**src/rtl/edgewake_pkg.sv**
```systemverilog
`timescale 1ns/1ps
package edgewake_pkg;
  localparam int ADDR_W = 3;
  localparam int NCFG   = 5;   // configuration registers at addresses 0..NCFG-1

  typedef enum logic [ADDR_W-1:0] {
    REG_RISE_IRQ  = 3'd0,
    REG_FALL_IRQ  = 3'd1,
    REG_RISE_WAKE = 3'd2,
    REG_FALL_WAKE = 3'd3,
    REG_SLEEP_CTL = 3'd4,
    REG_EVENTS    = 3'd5
  } reg_sel_e;
endpackage

```
**src/rtl/edgewake_sense.sv**
```systemverilog
`timescale 1ns/1ps
module edgewake_sense #(
  parameter int NPINS = 32
) (
  input  logic             clk_i,
  input  logic             rst_ni,
  input  logic [NPINS-1:0] pin_i,
  output logic [NPINS-1:0] rise_o,
  output logic [NPINS-1:0] fall_o
);
  logic [NPINS-1:0] prev_q;
  logic [NPINS-1:0] prev_d;

  always_comb begin
    prev_d = pin_i;
    rise_o = pin_i & ~prev_q;
    fall_o = ~pin_i & prev_q;
  end

  always_ff @(posedge clk_i or negedge rst_ni) begin
    if (!rst_ni) prev_q <= '0;
    else         prev_q <= prev_d;
  end

  // a pin never reports both directions in one cycle
  assert_one_direction_R4: assert property (@(posedge clk_i) disable iff (!rst_ni)
    (rise_o & fall_o) == '0);
endmodule

```
**src/rtl/edgewake_regs.sv**
```systemverilog
`timescale 1ns/1ps
module edgewake_regs
  import edgewake_pkg::*;
#(
  parameter int NPINS = 32
) (
  input  logic             clk_i,
  input  logic             rst_ni,
  input  logic             wr_i,
  input  logic [ADDR_W-1:0] addr_i,
  input  logic [NPINS-1:0] wdata_i,
  input  logic [NPINS-1:0] events_i,
  output logic [NPINS-1:0] rise_irq_o,
  output logic [NPINS-1:0] fall_irq_o,
  output logic [NPINS-1:0] rise_wake_o,
  output logic [NPINS-1:0] fall_wake_o,
  output logic [NPINS-1:0] sleep_ctl_o,
  output logic [NPINS-1:0] clr_o,
  output logic [NPINS-1:0] rdata_o
);
  logic [NCFG-1:0][NPINS-1:0] cfg_q;
  logic [NCFG-1:0]            cfg_en;

  for (genvar k = 0; k < NCFG; k++) begin : g_cfg
    assign cfg_en[k] = wr_i && (addr_i == ADDR_W'(k));

    always_ff @(posedge clk_i or negedge rst_ni) begin
      if (!rst_ni)        cfg_q[k] <= '0;
      else if (cfg_en[k]) cfg_q[k] <= wdata_i;
    end
  end

  always_comb begin
    rise_irq_o  = cfg_q[REG_RISE_IRQ];
    fall_irq_o  = cfg_q[REG_FALL_IRQ];
    rise_wake_o = cfg_q[REG_RISE_WAKE];
    fall_wake_o = cfg_q[REG_FALL_WAKE];
    sleep_ctl_o = cfg_q[REG_SLEEP_CTL];
    clr_o       = (wr_i && addr_i == REG_EVENTS) ? wdata_i : '0;
  end

  always_comb begin
    rdata_o = '0;
    for (int k = 0; k < NCFG; k++) begin
      if (addr_i == ADDR_W'(k)) rdata_o = cfg_q[k];
    end
    if (addr_i == REG_EVENTS) rdata_o = events_i;
  end

  // a written enable register holds the written value afterwards
  assert_readback_R10: assert property (@(posedge clk_i) disable iff (!rst_ni)
    (wr_i && addr_i == REG_RISE_IRQ) |=> rise_irq_o == $past(wdata_i));
endmodule

```
**src/rtl/edgewake_status.sv**
```systemverilog
`timescale 1ns/1ps
module edgewake_status #(
  parameter int NPINS = 32
) (
  input  logic             clk_i,
  input  logic             rst_ni,
  input  logic [NPINS-1:0] set_i,
  input  logic [NPINS-1:0] clr_i,
  output logic [NPINS-1:0] events_o
);
  logic [NPINS-1:0] ev_q;
  logic [NPINS-1:0] ev_d;
  logic [NPINS-1:0] ev_en;

  always_comb begin
    ev_en = set_i | clr_i;
    ev_d  = set_i | (ev_q & ~clr_i);   // set has priority over clear
  end

  always_ff @(posedge clk_i or negedge rst_ni) begin
    if (!rst_ni) begin
      ev_q <= '0;
    end else begin
      for (int b = 0; b < NPINS; b++) begin
        if (ev_en[b]) ev_q[b] <= ev_d[b];
      end
    end
  end

  assign events_o = ev_q;

  assert_set_wins_R6: assert property (@(posedge clk_i) disable iff (!rst_ni)
    (set_i != '0) |=> ((ev_q & $past(set_i)) == $past(set_i)));

  assert_clear_takes_R5: assert property (@(posedge clk_i) disable iff (!rst_ni)
    ((clr_i & ~set_i) != '0) |=> ((ev_q & $past(clr_i & ~set_i)) == '0));

  assert_sticky_R5: assert property (@(posedge clk_i) disable iff (!rst_ni)
    (clr_i == '0) |=> ((ev_q & $past(ev_q)) == $past(ev_q)));
endmodule

```
**src/rtl/edgewake_ctrl.sv**
```systemverilog
`timescale 1ns/1ps
module edgewake_ctrl
  import edgewake_pkg::*;
#(
  parameter int NPINS = 32
) (
  input  logic              clk_i,
  input  logic              rst_ni,
  input  logic [NPINS-1:0]  pin_i,
  input  logic              sleep_i,
  input  logic              bus_wr_i,
  input  logic [ADDR_W-1:0] bus_addr_i,
  input  logic [NPINS-1:0]  bus_wdata_i,
  output logic [NPINS-1:0]  bus_rdata_o,
  output logic              irq_o,
  output logic              wake_o
);
  logic [1:0]       rsync_q;
  logic             rst_int_n;
  logic [NPINS-1:0] rise, fall;
  logic [NPINS-1:0] rise_irq, fall_irq, rise_wake, fall_wake, sleep_ctl;
  logic [NPINS-1:0] clr_vec, set_vec, wake_hit, events;

  // asynchronous assertion, synchronous release
  always_ff @(posedge clk_i or negedge rst_ni) begin
    if (!rst_ni) rsync_q <= 2'b00;
    else         rsync_q <= {rsync_q[0], 1'b1};
  end
  assign rst_int_n = rsync_q[1];

  edgewake_sense #(.NPINS(NPINS)) sense_i (
    .clk_i (clk_i), .rst_ni (rst_int_n), .pin_i (pin_i),
    .rise_o (rise), .fall_o (fall)
  );

  edgewake_regs #(.NPINS(NPINS)) regs_i (
    .clk_i (clk_i), .rst_ni (rst_int_n),
    .wr_i (bus_wr_i), .addr_i (bus_addr_i), .wdata_i (bus_wdata_i),
    .events_i (events),
    .rise_irq_o (rise_irq), .fall_irq_o (fall_irq),
    .rise_wake_o (rise_wake), .fall_wake_o (fall_wake),
    .sleep_ctl_o (sleep_ctl), .clr_o (clr_vec), .rdata_o (bus_rdata_o)
  );

  always_comb begin
    set_vec  = (rise & rise_irq) | (fall & fall_irq);
    wake_hit = ((rise & rise_wake) | (fall & fall_wake)) & ~sleep_ctl;
  end

  edgewake_status #(.NPINS(NPINS)) status_i (
    .clk_i (clk_i), .rst_ni (rst_int_n),
    .set_i (set_vec), .clr_i (clr_vec), .events_o (events)
  );

  assign irq_o  = |events;
  assign wake_o = sleep_i & (|wake_hit);

  assert_wake_needs_sleep_R8: assert property (@(posedge clk_i) disable iff (!rst_int_n)
    wake_o |-> sleep_i);

  assert_wake_needs_edge_R8: assert property (@(posedge clk_i) disable iff (!rst_int_n)
    wake_o |-> ((rise | fall) != '0));

  assert_sleep_ctl_blocks_R9: assert property (@(posedge clk_i) disable iff (!rst_int_n)
    (&sleep_ctl) |-> !wake_o);

  assert_irq_cause_R7: assert property (@(posedge clk_i) disable iff (!rst_int_n)
    $rose(irq_o) |-> ($past(set_vec) != '0));
endmodule

```
**config.mk**
```make
export PLATFORM = sky130hd
export DESIGN_NAME = edgewake_ctrl
export DESIGN_NICKNAME = d
export VERILOG_FILES = /design/src/rtl/edgewake_pkg.sv /design/src/rtl/edgewake_sense.sv /design/src/rtl/edgewake_regs.sv /design/src/rtl/edgewake_status.sv /design/src/rtl/edgewake_ctrl.sv
export SDC_FILE = /design/constraint.sdc
export NUM_CORES = 1
export LEC_CHECK = 0
export BUFFER_PORTS_ARGS = -buffer_cell sky130_fd_sc_hd__buf_4
export CELL_PAD_IN_SITES_DETAIL_PLACEMENT = 0
export CELL_PAD_IN_SITES_GLOBAL_PLACEMENT = 1
export CORE_MARGIN = 1
export CORE_UTILIZATION = 30
export CTS_CLUSTER_DIAMETER = 50
export DETAILED_ROUTE_END_ITERATION = 10
export GPL_TIMING_DRIVEN = 0
export PLACE_DENSITY = 0.62
export SKIP_LAST_GASP = 1
export SLEW_MARGIN = 10
export SYNTH_ARGS = -nofsm -noshare
export SYNTH_HDL_FRONTEND = slang
export SYNTH_HIERARCHICAL = 1
export SYNTH_SLANG_ARGS = --single-unit
```
**constraint.sdc**
```tcl
create_clock -name clk_i -period 11.2 [get_ports clk_i]
set_clock_uncertainty 0.1 [all_clocks]
set_input_delay 2.24 -clock clk_i [delete_from_list [all_inputs] [get_ports clk_i]]
set_output_delay 2.24 -clock clk_i [all_outputs]
set_load 0.03 [all_outputs]
```
==> results.toml <==
[status]
status = "finished clean"

[synth]
yosysMostFrequentCell = "dfrtp_1"
yosys-top-cells-area = "dfrtp_1 51%, mux2_2 15%, mux2i_1 8.6%"
yosys_most_used_dff = "dfrtp_1"
synth_cell_types = 33
async_flop_share = 1.00
synth-seq-area-share = 0.506
synth_edf_count = 0
yosysTopAreaCell = "dfrtp_1"
synth_warnings = 6
synthCells = 858
syn-cell-area_sq_mm = 0.0112
synth.avg_cell_area_sq_um = 13.0
synth_commonest_cells = "226 x dfrtp_1, 152 x mux2_2, 96 x mux2i_1, 64 x and2b_2, 33 x and2_1"
synth-seq-cells = 226
synth_top_area_frac = 0.506
synth_fp_nets = 929

[cts]
cts_resized = 0
cts_htree_levels = 2
cts-hold-fix-buffers = 0
post_cts_buffers = 0
cts_buffers = 35
clk_pin_slew_ps = 50
cts_sinks = 226
clock_latency_ps = 500
cts_tree = "yes"
cts_buffer_depth = 3
cts_root_buffer = "clkbuf_16"

[global_routing]
grt_pass1_vias = 8011
grt_use_total = 0.176
antenna_found_initial = 1
grt_max_degree = 56
grt_overflow = 0
grt_pass1_wl_mm = 50.1

[route]
drc = 0
vias = 7552
via_per_inst = 5.05
ant_nets = 0
routed_wl_mm = 33.0
drtIter0Drc = 369
dr.pass1.iters = 4
avgRoutedWirePerCell_um = 22.1

[setup_path]
cpMostUsedCell = "buf_4"
crit_chain = "buf_4 > and2b_2 > a22oi_1 > o22ai_1 > nor4_1 > nand4_1 > and2_1 > buf_4"
critical_path_required_ps = 8860
rrSetupSlack_ps = 10010
cp.depth = 8
critPathMaxFanout = 3
worstSetupStartpoint = "pin_i[24]"
critPathLaunchType = "input port"
cp_num_buf_inv = 2
cpMaxStageDelayCell = "nor4_1"
ff2ff_path_depth = 2
cp.arrival_ps = 4180
path_delay_family = "simple AND/OR/NAND/NOR gates"
end_kind = "output pin"
r2r-start = "rsync_q[1]"
path_class = "input port to output pin"
setup.worst_path.end = "wake_o"
r2r_end = "regs_i/rise_wake_o[18]"
slowest_delay_ps = 490

[layout]
drive_gt1_frac = 0.409
nFillCells = 3628
fin_nets = 1072
area_delta_synth_final_pct = 23.9
post-route-cell-area_sq_mm = 0.0138

[floorplanning]
fp.dieH_um = 195
dieArea_sq_mm = 0.0380
initial_core_util = 0.305
rows = 70
coreArea_sq_mm = 0.0366
io_pins = 105
die_x_um = 195

[placed_design]
gp_congestion = 0.764
pre_cts_slack_ps = 4690
portBuffers = 102
post-dp-hpwl_mm = 23.1
place_area_sq_mm = 0.0126

[sta]
fin_setup_tns_ps = 0
fin_crit_sh = 0.582
finalHoldViolCount = 0
timing.hold.ws_ps = 115
fmax_mhz = 153
rsz0062_at_grt = "no"
maxSlewViolCount = 0
fin_crit_ps = 6520
worst_slew_pin_slew_ps = 849
worst_slack_ps = 4680
relSlewSlack = 0.434
setup_viol = 0

[job]
drv_cap = 0

[power]
power_mw = 2.68
power.density_mw_per_mm2 = 194
leakagePower_nw = 6.01
ir_worst_vdd_mv = 0.0933

[worst_hold_path]
hold_path_class = "flip-flop to async pin"
## layer usage
| metal | track usage | share of wire | vias to the layer above |
|---|---|---|---|
| li1 | - | - | 3486 |
| met1 | 0.245 | 0.47 | 3841 |
| met2 | 0.274 | 0.46 | 177 |
| met3 | 0.0347 | 0.049 | 48 |
| met4 | 0.0560 | 0.026 | 0 |
| met5 | 0 | 0 | - |
## where the power goes
group | switching [mW] | internal, mW | total (mW)
clock | 0.391 | 0.718 | 1.11
sequential | 0.125 | 0.969 | 1.09
combinational | 0.230 | 0.251 | 0.482
total | 0.746 | 1.94 | 2.68
## flip-flops by register name, summed over array words and instances, names as in the netlist
name and count:
regs_i/fall_irq_o 32, regs_i/fall_wake_o 32, regs_i/rise_irq_o 32, regs_i/rise_wake_o 32, regs_i/sleep_ctl_o 32, sense_i/prev_q 32, status_i/events_o 32, rsync_q 2
## final cells by class
cell class / count / area, sq um / area share
clock buffer: 48 / 1040 / 0.0749
buffer: 44 / 272 / 0.0196
tap: 468 / 586 / 0.0423
timing repair buffer: 106 / 876 / 0.0633
sequential: 226 / 5660 / 0.409
antenna: 1 / 2.50 / 0.000181
multi-input combinational: 556 / 5130 / 0.370
inverter: 32 / 120 / 0.00868
clock inverter: 13 / 164 / 0.0118
## cells by family (layout without fill, tap and decap cells)
| family | Yosys count | count (layout) | share of synthesized area |
|---|---|---|---|
| muxes | 256 | 256 | 0.247 |
| buffers and inverters | 76 | 243 | 0.0350 |
| and+or+nand+nor | 123 | 123 | 0.0858 |
| other | 1 | 2 | 0.000336 |
| DFF | 226 | 226 | 0.506 |
| AOI/OAI and AO/OA | 176 | 176 | 0.126 |
## how the worst min path moves through the flow
stage	slack [ps]	cells after the start	end
4_1_cts	130	0	regs_i/rise_irq_o[31]
2_1_floorplan	230	0	rsync_q[1]
6_report	120	0	regs_i/rise_irq_o[31]
5_1_grt	140	0	regs_i/fall_irq_o[28]
3_3_place_gp	240	0	rsync_q[1]
3_5_place_dp	140	0	sense_i/prev_q[29]
## stage by stage
| step | utilization | instances |
|---|---|---|
| floorplan | - | 858 |
| finish | 0.378 | 1494 |
| CTS | 0.378 | 1493 |
| detailed placement | 0.345 | 1432 |
| global route | 0.378 | 1494 |
| global placement | 0.342 | 1428 |
## layout by cell type (no fill, tap or decap), types with 2 or more instances in the layout
master      instances
a22o_1             31
inv_1              32
a22oi_2             4
buf_16              4
a21o_1             32
mux2i_1            96
buf_6               5
clkinv_4            2
and2_1             33
buf_2               7
mux2_2            152
bufinv_16           3
o21a_1             32
dfrtp_1           225
nor2_1              2
buf_4             118
nand4_1             3
clkbuf_16          37
nor4_1             12
a221oi_1           32
clkbuf_8            7
clkbuf_1           18
clkinvlp_4          2
inv_6               3
o22ai_1            16
clkinv_2            3
buf_1               2
a22oi_1            28
and2b_2            64
mux2_1              8
Note: power is estimated with default switching activity, not from simulation.
